--- src/rtl/wt_sb_pkg.sv ---
package wt_sb_pkg;
  // Policy on a read miss that hits a pending store.
  typedef enum logic {
    RD_BLOCK   = 1'b0,
    RD_FORWARD = 1'b1
  } rd_policy_e;

  // Occupancy change selected by the push/pop pair.
  typedef enum logic [1:0] {
    OCC_HOLD = 2'b00,
    OCC_DEC  = 2'b01,
    OCC_INC  = 2'b10,
    OCC_SWAP = 2'b11
  } occ_op_e;
endpackage

--- src/rtl/wt_sb_ctrl.sv ---
// Pointer and occupancy control with registered full/empty flags.
module wt_sb_ctrl
  import wt_sb_pkg::*;
#(
  parameter int DEPTH = 4,
  localparam int PW = $clog2(DEPTH),
  localparam int CW = PW + 1
) (
  input  logic          clk,
  input  logic          rst_n,
  input  logic          push,
  input  logic          pop,
  output logic [PW-1:0] wr_ptr,
  output logic [PW-1:0] rd_ptr,
  output logic [CW-1:0] count,
  output logic          full_q,
  output logic          empty_q
);
  localparam logic [CW-1:0] CNT_MAX = CW'(DEPTH);

  occ_op_e       op;
  logic [CW-1:0] cnt_n;

  always_comb begin
    op = occ_op_e'({push, pop});
    unique case (op)
      OCC_INC: cnt_n = count + 1'b1;
      OCC_DEC: cnt_n = count - 1'b1;
      default: cnt_n = count;
    endcase
  end

  always_ff @(posedge clk or negedge rst_n) begin
    if (!rst_n) begin
      wr_ptr  <= '0;
      rd_ptr  <= '0;
      count   <= '0;
      full_q  <= 1'b0;
      empty_q <= 1'b1;
    end else begin
      if (push) wr_ptr <= wr_ptr + 1'b1;
      if (pop)  rd_ptr <= rd_ptr + 1'b1;
      count   <= cnt_n;
      full_q  <= (cnt_n == CNT_MAX);
      empty_q <= (cnt_n == '0);
    end
  end
endmodule

--- src/rtl/wt_sb_store.sv ---
// Entry storage, head output and newest-match read lookup.
module wt_sb_store #(
  parameter int DEPTH = 4,
  parameter int AW    = 32,
  parameter int DW    = 32,
  localparam int PW = $clog2(DEPTH),
  localparam int CW = PW + 1
) (
  input  logic          clk,
  input  logic          push,
  input  logic [PW-1:0] wr_ptr,
  input  logic [AW-1:0] in_addr,
  input  logic [DW-1:0] in_data,
  input  logic [PW-1:0] rd_ptr,
  input  logic [CW-1:0] count,
  output logic [AW-1:0] head_addr,
  output logic [DW-1:0] head_data,
  input  logic [AW-1:0] look_addr,
  output logic          look_hit,
  output logic [DW-1:0] look_data
);
  logic [AW-1:0] addr_q [DEPTH];
  logic [DW-1:0] data_q [DEPTH];

  for (genvar s = 0; s < DEPTH; s++) begin : g_slot
    always_ff @(posedge clk) begin
      if (push && (wr_ptr == PW'(s))) begin
        addr_q[s] <= in_addr;
        data_q[s] <= in_data;
      end
    end
  end

  assign head_addr = addr_q[rd_ptr];
  assign head_data = data_q[rd_ptr];

  // Scan from oldest to newest; the last match found is the newest.
  always_comb begin
    logic [PW-1:0] slot;
    look_hit  = 1'b0;
    look_data = '0;
    for (int k = 0; k < DEPTH; k++) begin
      slot = rd_ptr + PW'(k);
      if ((CW'(k) < count) && (addr_q[slot] == look_addr)) begin
        look_hit  = 1'b1;
        look_data = data_q[slot];
      end
    end
  end
endmodule

--- src/rtl/wt_sb_fetch.sv ---
// Line-fetch request for store misses in allocate mode.
module wt_sb_fetch #(
  parameter int AW = 32
) (
  input  logic          clk,
  input  logic          rst_n,
  input  logic          accept,
  input  logic          miss,
  input  logic          alloc_en,
  input  logic [AW-1:0] addr,
  output logic          req_valid,
  output logic [AW-1:0] req_addr
);
  always_ff @(posedge clk or negedge rst_n) begin
    if (!rst_n) begin
      req_valid <= 1'b0;
      req_addr  <= '0;
    end else begin
      req_valid <= accept && miss && alloc_en;
      if (accept && miss && alloc_en) req_addr <= addr;
    end
  end
endmodule

--- src/rtl/wt_store_buffer.sv ---
module wt_store_buffer
  import wt_sb_pkg::*;
#(
  parameter int DEPTH = 4,
  parameter int AW    = 32,
  parameter int DW    = 32
) (
  input  logic          clk,
  input  logic          rst_n,
  input  logic          alloc_mode,
  input  logic          fwd_mode,
  input  logic          st_valid,
  output logic          st_ready,
  input  logic [AW-1:0] st_addr,
  input  logic [DW-1:0] st_data,
  input  logic          st_miss,
  output logic          full,
  output logic          empty,
  input  logic          rd_valid,
  input  logic [AW-1:0] rd_addr,
  output logic          rd_hit,
  output logic          rd_wait,
  output logic [DW-1:0] rd_data,
  output logic          fetch_valid,
  output logic [AW-1:0] fetch_addr,
  output logic          mw_valid,
  input  logic          mw_ready,
  output logic [AW-1:0] mw_addr,
  output logic [DW-1:0] mw_data
);
  localparam int PW = $clog2(DEPTH);
  localparam int CW = PW + 1;

  logic          push, pop;
  logic [PW-1:0] wr_ptr, rd_ptr;
  logic [CW-1:0] count;
  logic          full_q, empty_q;
  logic          look_hit;
  logic [DW-1:0] look_data;
  rd_policy_e    policy;

  assign st_ready = !full_q;
  assign push     = st_valid && !full_q;
  assign pop      = !empty_q && mw_ready;
  assign mw_valid = !empty_q;
  assign full     = full_q;
  assign empty    = empty_q;
  assign policy   = rd_policy_e'(fwd_mode);

  wt_sb_ctrl #(.DEPTH(DEPTH)) u_ctrl (
    .clk(clk), .rst_n(rst_n), .push(push), .pop(pop),
    .wr_ptr(wr_ptr), .rd_ptr(rd_ptr), .count(count),
    .full_q(full_q), .empty_q(empty_q)
  );

  wt_sb_store #(.DEPTH(DEPTH), .AW(AW), .DW(DW)) u_store (
    .clk(clk), .push(push), .wr_ptr(wr_ptr),
    .in_addr(st_addr), .in_data(st_data),
    .rd_ptr(rd_ptr), .count(count),
    .head_addr(mw_addr), .head_data(mw_data),
    .look_addr(rd_addr), .look_hit(look_hit), .look_data(look_data)
  );

  wt_sb_fetch #(.AW(AW)) u_fetch (
    .clk(clk), .rst_n(rst_n), .accept(push), .miss(st_miss),
    .alloc_en(alloc_mode), .addr(st_addr),
    .req_valid(fetch_valid), .req_addr(fetch_addr)
  );

  assign rd_hit  = rd_valid && look_hit;
  assign rd_data = look_data;
  assign rd_wait = rd_hit && (policy == RD_BLOCK);
endmodule

--- config.mk ---
export PLATFORM = sky130hd
export DESIGN_NAME = wt_store_buffer
export DESIGN_NICKNAME = d
export VERILOG_FILES = /design/src/rtl/wt_sb_pkg.sv /design/src/rtl/wt_sb_ctrl.sv /design/src/rtl/wt_sb_store.sv /design/src/rtl/wt_sb_fetch.sv /design/src/rtl/wt_store_buffer.sv
export SDC_FILE = /design/constraint.sdc
export NUM_CORES = 1
export LEC_CHECK = 0
export ABC_CLOCK_PERIOD_IN_PS = 9550
export BUFFER_PORTS_ARGS = -buffer_cell sky130_fd_sc_hd__buf_2
export CAP_MARGIN = 30
export CORE_MARGIN = 1.5
export CORE_UTILIZATION = 64
export DETAILED_ROUTE_END_ITERATION = 6
export PLACE_DENSITY = 0.84
export RECOVER_POWER = 100
export SETUP_SLACK_MARGIN = 0.5
export SLEW_MARGIN = 20
export SYNTH_ARGS = -nofsm -noshare
export SYNTH_HDL_FRONTEND = slang
export SYNTH_SLANG_ARGS = --single-unit
--- constraint.sdc ---
create_clock -name clk -period 9.55 [get_ports clk]
set_clock_uncertainty 0.1 [all_clocks]
set_input_delay 1.91 -clock clk [delete_from_list [all_inputs] [get_ports clk]]
set_output_delay 1.91 -clock clk [all_outputs]
set_load 0.01 [all_outputs]
==> Yosys cells after proc, flatten, opt, wreduce, memory -nomap -nowiden <==
Memory sizes are Yosys's and may differ from the RTL's.
Cells that the tools add are included.
{ "totals": {"reg_bits": 42, "latch_bits": 0, "mem_bits_rw": 256, "rom_bits": 0, "input_bits": 104, "out_inout_bits": 135, "elab_cells": 89, "n_memories": 2} }
{ "classes": {"add_sub_neg": 6, "mul": 0, "div_mod_pow": 0, "n_lt_le_gt_ge": 4, "n_eq_ne": 10, "shift": 0, "muxes": 35, "bitwise_logic": 1, "reduce_logical": 24} }
{ "mem_list": {"columns": ["memory", "depth", "width", "read_ports", "rd_ports_with_merged_regs", "write_ports", "line_no", "text"], "rows": [
  ["u_store.addr_q", 4, 32, 4, 0, 1, "wt_sb_store.sv:22", "logic [AW-1:0] addr_q [DEPTH];"],
  ["u_store.data_q", 4, 32, 4, 0, 1, "wt_sb_store.sv:23", "logic [DW-1:0] data_q [DEPTH];"]
]} }
{ "op_table": {"columns": ["op", "n"], "rows": [
  ["2-to-1 mux 32 bit", 10],
  ["OR reduction 32 bit", 6],
  ["== test 32 bit", 4],
  ["2-to-1 mux 1 bit", 18],
  ["logical AND 1 bit", 14],
  ["2-to-1 mux 2 bit", 6],
  ["== test 2 bit (second input constant)", 3],
  ["< comparator 1 x 3 -> 1 bit (first input constant)", 2],
  ["< comparator 2 x 3 -> 1 bit (first input constant)", 2],
  ["one-hot mux 3 bit (2 select lines)", 1],
  ["adder 2 x 1 -> 2 bit (second input constant)", 2],
  ["adder 2 bit (second input constant)", 2],
  ["== test 2 x 1 -> 1 bit (second input constant)", 2],
  ["adder 3 x 1 -> 3 bit (second input constant)", 1],
  ["== test 3 bit (second input constant)", 1],
  ["logical NOT 3 bit", 1],
  ["subtractor 3 x 1 -> 3 bit (second input constant)", 1],
  ["logical NOT 1 bit", 2],
  ["logical NOT 2 bit", 1],
  ["inverter 1 bit", 1]
]} }

==> Logic depth before layout (Yosys ltp) <==
Gate-level depths: netlist of run 1.
{ "logic_depth": {"depth_word": 9, "mapped_depth": 15} }

==> Cells and area by module <==
Synthesis of run 1 repeated with hierarchy kept, for this count alone.
{ "unflattened": {"hier_cells": 1380, "hier_area_um2": 18531.5} }
{ "modules_own_cells": {"columns": ["mod", "n_inst", "cells_each", "area_each_um2", "seq_area_each_um2"], "rows": [
  ["wt_sb_store", 1, 1273, 16734.8, 7687.4],
  ["wt_sb_fetch", 1, 70, 1350.0, 825.8],
  ["wt_sb_ctrl", 1, 31, 411.6, 226.5],
  ["wt_store_buffer", 1, 6, 35.0, 0.0]
]} }

==> Least setup slack after synthesis of run 1 <==
Ideal clock, no wire load.
{ "synth_timing": {"path_type": "input to output", "start": "in rd_addr[15]", "end": "out rd_data[23]", "arrival_time_ns": 3.997, "slack_ns": 3.543, "path_stages": 9, "cell_sequence": "buf_1 > xnor2_1 > nand4_1 > a2111oi_0 > nand4_1 > or4b_1 > clkbuf_1 > o21a_1 > a21oi_1"} }
{ "synth_via": {"elab_chain_len": 6, "elab_cells_between_ends": 12, "cone_classes": "4 x eq/ne; 4 x mux; 4 x reduce/logical"} }
{ "synth_rtl": {"columns": ["element", "line_no", "text"], "rows": [
  ["start: declaration", "wt_store_buffer.sv:20", "input logic [AW-1:0] rd_addr,"],
  ["== test 32 bit", "wt_sb_store.sv:44", "if ((CW'(k) < count) && (addr_q[slot] == look_addr)) begin"],
  ["logical AND 1 bit", "wt_sb_store.sv:44", null],
  ["2-to-1 mux 32 bit (3 in series)", "wt_sb_store.sv:44", null],
  ["2-to-1 mux 32 bit (*)", "wt_sb_store.sv:44", null],
  ["end: declaration", "wt_store_buffer.sv:23", "output logic [DW-1:0] rd_data,"]
]} }
Every way passes the cells marked *; elsewhere a longest branch is shown, timed or not.

==> Final worst setup path of run 1 <==
{ "layout_timing": {"start": "reg u_ctrl.rd_ptr[1]", "end": "out rd_data[27]"} }
{ "layout_via": {"elab_chain_len": 7, "elab_cells_between_ends": 17, "cone_classes": "3 x add/sub; 4 x eq/ne; 4 x mux; 4 x reduce/logical; 2 x memory"} }
{ "layout_rtl": {"columns": ["element", "line_no", "text"], "rows": [
  ["start: declaration", "wt_sb_ctrl.sv:14", "output logic [PW-1:0] rd_ptr,"],
  ["start signal: assignment", "wt_sb_ctrl.sv:42", "if (pop) rd_ptr <= rd_ptr + 1'b1;"],
  ["adder 2 x 1 -> 2 bit or memory read (4 x 32 bit) (tied branches)", null, null],
  ["memory read (4 x 32 bit) or == test 32 bit (tied branches)", null, null],
  ["== test 32 bit or logical AND 1 bit (tied branches)", "wt_sb_store.sv:44", null],
  ["logical AND 1 bit or 2-to-1 mux 32 bit (tied branches)", "wt_sb_store.sv:44", null],
  ["2-to-1 mux 32 bit (2 in series)", "wt_sb_store.sv:44", null],
  ["2-to-1 mux 32 bit (*)", "wt_sb_store.sv:44", null]
]} }
Marks and branches as above.

==> results of run 1 <==
cell type report:
type	count	area share (%)
multi-input cells	972	44.70
clock buffers	50	4.564
clock inverters	7	0.2951
flip-flops and latches	298	42.10
diodes	3	0.03613
repair buffers	261	5.648
well taps	384	2.312
inverters	19	0.3432
state kept, by name (all words and copies together) (netlist names):
register	flops
u_fetch.req_valid	1
u_store.addr_q	128
u_ctrl.count	3
u_ctrl.full_q	1
u_fetch.req_addr	32
u_ctrl.rd_ptr	2
u_store.data_q	128
u_ctrl.wr_ptr	2
u_ctrl.empty_q	1
report_power, final:
part | leakage, uW | internal (uW) | switching [uW]
clock network | 0.000497 | 700 | 497
registers | 0.00285 | 1780 | 279
logic | 0.00379 | 1460 | 1810
total | 0.00714 | 3940 | 2590
cell usage after synthesis, drive strengths merged (38+ instances only):
library cell    n
a2111oi        38
xnor2          83
clkbuf         52
mux4          143
mux2           77
nor2          112
dfrtp          41
a21oi         104
nand3          42
mux2i         110
buf            81
o21ai          45
edfxtp        256
how the worst max path moves through the flow:
stage	from	endpoint	slack, ns	cells past startpoint
final	u_ctrl.rd_ptr[1]$_DFFE_PN0P_	rd_data[27]	1.17	12
after global routing	u_ctrl.rd_ptr[1]$_DFFE_PN0P_	rd_data[27]	0.73	12
after CTS	u_ctrl.rd_ptr[1]$_DFFE_PN0P_	rd_data[30]	1.79	11
after detailed placement	u_ctrl.rd_ptr[1]$_DFFE_PN0P_	rd_data[30]	2.41	11
after global placement	u_ctrl.rd_ptr[1]$_DFFE_PN0P_	rd_data[30]	2.49	11
after floorplan	rd_addr[15]	rd_data[23]	3.54	9
cells in the final DEF (no fill, tap or decap), types with 42 or more instances in the layout:
cell type and instances:
o21ai_0 43, clkbuf_1 178, a21oi_1 85, mux2_2 52, buf_2 77, nand3_1 42, nor2_1 111, edfxtp_1 256
mux4_2 143, xnor2_1 83, mux2i_1 110
logic make-up after synthesis:
logic type | count (synthesis) | synth area share [%]
AOI/OAI and AO/OA | 275 | 9.791
xor gates and xnor gates | 110 | 5.122
adders and majority gates | 8 | 0.5321
buffers and inverters | 152 | 4.224
DFF | 298 | 46.46
muxes | 330 | 27.58
and+or+nand+nor | 249 | 6.286
per-layer routing:
layer  vias up  GRT usage, %
met1      6962         45.56
met5         -             0
met4         6         11.42
li1       5939             -
met3       157         6.540
met2       907         51.58
worst max-delay path: stages (launching register included):
cell	delay [ns]
dfrtp_4	0.93
clkbuf_1	1.53
clkinv_1	0.28
buf_4	0.39
mux2i_1	0.27
xor2_1	0.13
a2111oi_0	0.29
nand4_1	0.18
or4b_2	0.73
buf_4	0.37
o21a_1	0.21
a21oi_1	0.21
clkbuf_1	0.18
per-stage QoR:
| stage | total power [uW] | hold WS (ns) | utilization (%) |
|---|---|---|---|
| after global placement | 5213 | 0.3808 | 69.38 |
| after floorplan | 4491 | 0.4239 | - |
| after CTS | 6524 | 0.4018 | 73.03 |
| final | 6524 | 0.4045 | 72.20 |
| after detailed placement | 5318 | 0.3889 | 69.52 |
| after global routing | 6837 | 0.4230 | 72.19 |
==> run metrics, run 1 <==
placed insts 1933; worst reg2reg startpoint u_ctrl.full_q$_DFF_PN0_; vias in the first global route 13454; DR WL/cell 24.89 um; Synth area leader edfxtp_1; starting density of the core 65.36%; setup TNS 0 ns; yosys warns 0; DIE AREA 30430 um2; number of library cell types mapped by synthesis 58; Setup Slack @ Placement 2.413 ns; CP required 7.54 ns; htree depth 1; Final ANT Viol Nets 0; relative slew slack -150.4%; drt via density 7.007; power density over cell area 314.0 nW/um2; RSZ-0062 raised after global routing false; fin area 20780 um2; Worst Setup End Kind output pin; area occupied by registers 8747 um2; ys flop type edfxtp_1; Non-Filler Instances 1994; IO Count 239; gp weighted congestion 1.031; cells taking the most area after synthesis edfxtp_1 (41%), mux4_2 (17%), mux2i_1 (5.9%), dfrtp_1 (5.5%), mux2_2 (4.5%); detailed-placement wirelength estimate 33220 um; clock sink total 298; height of the die 174.4 um; Layout Nets 1695; Mapped Cells 1422; crit path time final 8.381 ns; WHS Path Cells 1; crit path max fanout 65; Peak supply drop 0.2602 mV; routed wire length 49630 um; type of the worst setup path flip-flop to output pin; Netlist Area Pre-Place 18810 um2; FMAX 119.3 MHz; Die Span X 174.4 um; Slew Viols, Final 243; Worst Tran Pin Value 3.757 ns; IO buf count 238; clock buffer depth 3; DR WL met2 23590 um; max_cap viols 5; FF-to-FF path depth 3; final worst-path cycle share 87.76%; remaining global-route overflow 0; pin count of the biggest net entering global routing 83; final setup vio count 0; top-area cell type share of the netlist area 40.87%; first-pass GRT wire length 76710 um; status finished, violations left; R2R setup slack 4.28 ns; CTS buffer count 31; footprint of the multi-input gates 9289 um2; Clk Latency, worst-skew pair 0.57 ns; Worst Hold Class flip-flop to flip-flop; Metal-1 WL 19000 um; reg2reg end u_store.data_q[1][13]$_DFFE_PP_; initial antenna violation count 6; Filler cells 1982; share of cells above drive strength 1 22.46%; Core Area 28780 um2; failing checks max-capacitance violations, max-slew violations; Hold Path Origin u_fetch.req_addr[17]$_DFFE_PN0P_; placed cell areas 20010 um2; vias 13971; Post-Syn Nets 1534; Root Buffer clkbuf_16; post-synthesis register bit count 298; First-pass DRT Iterations 6; number of synthesized flops with an enable pin 256; Top Layer Used met5; Worst setup SP type flip-flop; # hold bufs at CTS 0; post-CTS sizing 0; Crit path arrival time 6.37 ns; Worst-path clk slew 0.06 ns; worst-case hold path end point u_fetch.req_addr[17]$_DFFE_PN0P_; initial DRC count 1730; Synth async-reset ratio 14.09%; Rows 62; final hold vios 0; residual DRC count 0; P&R area growth vs syn 10.46%; post-CTS setup buffer count 0; Synth Area per Inst 13.23 um2; Met3 Wirelength 5290 um; CTS tree yes; Worst Slack Setup Final 1.169 ns; sequential area share after synthesis 46.46%; GRT Util Overall 32.64%; leakage power 0.007135 uW
Note: power is estimated with default switching activity, not from simulation.
==> run 2: changes to the inputs <==
- ABC_CLOCK_PERIOD_IN_PS: 9550 -> 10900
- CORE_ASPECT_RATIO: default -> 1.2
- clock period: 9.55 -> 10.9 ns (I/O delays scaled with it)
==> run 2 against run 1 <==
Net effect:
- the flow still finishes with violations (max-capacitance violations, max-slew violations)
- power fell by 11%
- via count is 1.8% lower
- count of clock-buffer cells in the layout shrank 8
- wire length is 0.55% lower
- non-clock buffer count decreased by 1
- worst hold slack barely moved
- sequential share of layout area shrank 0.14 points
- register-to-register slack gained 1.3 ns
- die area about the same
- critical path type unchanged
- critical endpoint is now rd_data[29]
==> run metrics, run 2 (synthesis gave the netlist of run 1 again) <==
Layout Nets 1694; DIE AREA 30430 um2; crit path time final 9.291 ns; clock sink total 298; first-pass GRT wire length 75720 um; Worst Tran Pin Value 3.218 ns; Hold Path Origin u_fetch.req_addr[26]$_DFFE_PN0P_; total power 5796 uW; post-CTS setup buffer count 0; CP required 8.62 ns; IO buf count 238; Root Buffer clkbuf_16; Peak supply drop 0.1884 mV; status finished, violations left; initial DRC count 1488; type of the worst setup path flip-flop to output pin; Worst-path clk slew 0.06 ns; DR WL/cell 24.77 um; Core Area 28840 um2; FMAX 107.6 MHz; Slew Viols, Final 400; Worst setup SP type flip-flop; final hold vios 0; biggest regs u_store.addr_q x128, u_store.data_q x128, u_fetch.req_addr x32; power density over cell area 278.1 nW/um2; initial antenna violation count 4; vias 13714; Die Span X 159.5 um; starting density of the core 65.22%; routed wire length 49360 um; Crit. Startpoint u_ctrl.rd_ptr[1]$_DFFE_PN0P_; final worst-path cycle share 85.24%; worst reg2reg startpoint u_ctrl.full_q$_DFF_PN0_; GRT Util Overall 32.15%; failing checks max-capacitance violations, max-slew violations; drt via density 6.881; Worst Setup End Kind output pin; P&R area growth vs syn 10.79%; Crit path arrival time 7.01 ns; max_cap viols 11; vias in the first global route 13407; area occupied by registers 8743 um2; share of cells above drive strength 1 22.34%; leading cell type in the layout, fill and taps excluded edfxtp_1; crit path max fanout 65; height of the die 190.8 um; leakage power 0.007086 uW; CP peak stage delay 2.16 ns; IO Count 239; clock buffer depth 3; Rows 68; gp weighted congestion 0.9644; footprint of the multi-input gates 9293 um2; setup TNS 0 ns; pin count of the biggest net entering global routing 193; critical path's most frequent cell buf_4; post-CTS sizing 0; CTS tree yes; RSZ-0062 raised after global routing false; First-pass DRT Iterations 5; # hold bufs at CTS 0; crit path cell chain buf_4, mux4_2, xnor2_1, o2111ai_1, a2111oi_0, nand4_1, or4b_2, buf_4, o21a_1, a21oi_1, clkbuf_1; residual DRC count 0; CTS buffer count 31; remaining global-route overflow 0; Worst Hold Class flip-flop to flip-flop; final setup vio count 0; commonest non-fill, non-tap cells in the layout edfxtp_1 (256), clkbuf_1 (204), mux4_2 (143), nor2_1 (111), mux2i_1 (110); relative slew slack -114.5%; Final ANT Viol Nets 0; Clk Latency, worst-skew pair 0.57 ns; htree depth 1; detailed-placement wirelength estimate 33200 um; CP max stage cell dfrtp_1; Filler cells 1984
-- run 2: changes by cell type in the layout (fill, tap and decap cells not counted), sizes merged --
| cell | delta |
|---|---|
| clkbuf | +20 |
| buf | -29 |
| diode | -2 |
| bufinv | +5 |
| clkinvlp | +2 |
| inv | +2 |
-- run 2: critical path, delay by kind of cell, from the launching register on --
kind / cells / cell delay, ns
flops: 1 / 2.16
buf+inv: 3 / 1.20
compound gates: 4 / 1.20
simple gates: 2 / 0.90
mux: 1 / 0.58
xor+xnor: 1 / 0.30
-- run 2: worst paths after layout --
kind / to / slack, ns / depth (start not counted)
setup reg to reg: u_store.addr_q[1][22]$_DFFE_PP_ / 5.53 / 3
hold / removal: u_fetch.req_addr[26]$_DFFE_PN0P_ / 0.40 / 1
hold reg to reg: u_fetch.req_addr[26]$_DFFE_PN0P_ / 0.40 / 1
min in group asynchronous: u_fetch.req_addr[20]$_DFFE_PN0P_ / 2.39 / 2
max in group asynchronous: u_ctrl.rd_ptr[0]$_DFFE_PN0P_ / 6.47 / 2
setup / recovery: rd_data[29] / 1.61 / 11
-- run 2: final cells by class --
class,instances,area share (%)
Antenna cell,1,0.01201
Clock buffer,42,4.065
Clock inverter,16,1.225
Inverter,19,0.3422
Multi-Input combinational cell,972,44.59
Sequential cell,298,41.95
Tap cell,385,2.311
Timing Repair Buffer,260,5.500
-- run 2: where the power goes --
part | leakage (uW) | switching, uW | total [uW] | internal (uW)
clock | 0.000530 | 447 | 1140 | 689
combinational | 0.00371 | 1620 | 2910 | 1290
sequential | 0.00285 | 202 | 1750 | 1550
-- run 2: layer usage --
metal | track usage, % | wire, um | vias up
met5 | 0 | 19 | -
met4 | 13.82 | 2242 | 4
met3 | 5.133 | 4433 | 150
met2 | 55.76 | 24520 | 785
met1 | 40.31 | 18140 | 6827
li1 | - | - | 5948
-- run 2: through the flow --
stage	util [%]	instance area, um2	hold slack, ns	instances	setup slack [ns]
floorplan	-	18810	0.4239	1422	4.353
global placement	69.23	19970	0.3814	1931	3.376
detailed placement	69.36	20010	0.3876	1933	3.382
CTS	73.19	21110	0.4018	1991	3.023
global route	72.25	20840	0.4176	1993	1.491
finish	72.25	20840	0.4043	1993	1.609
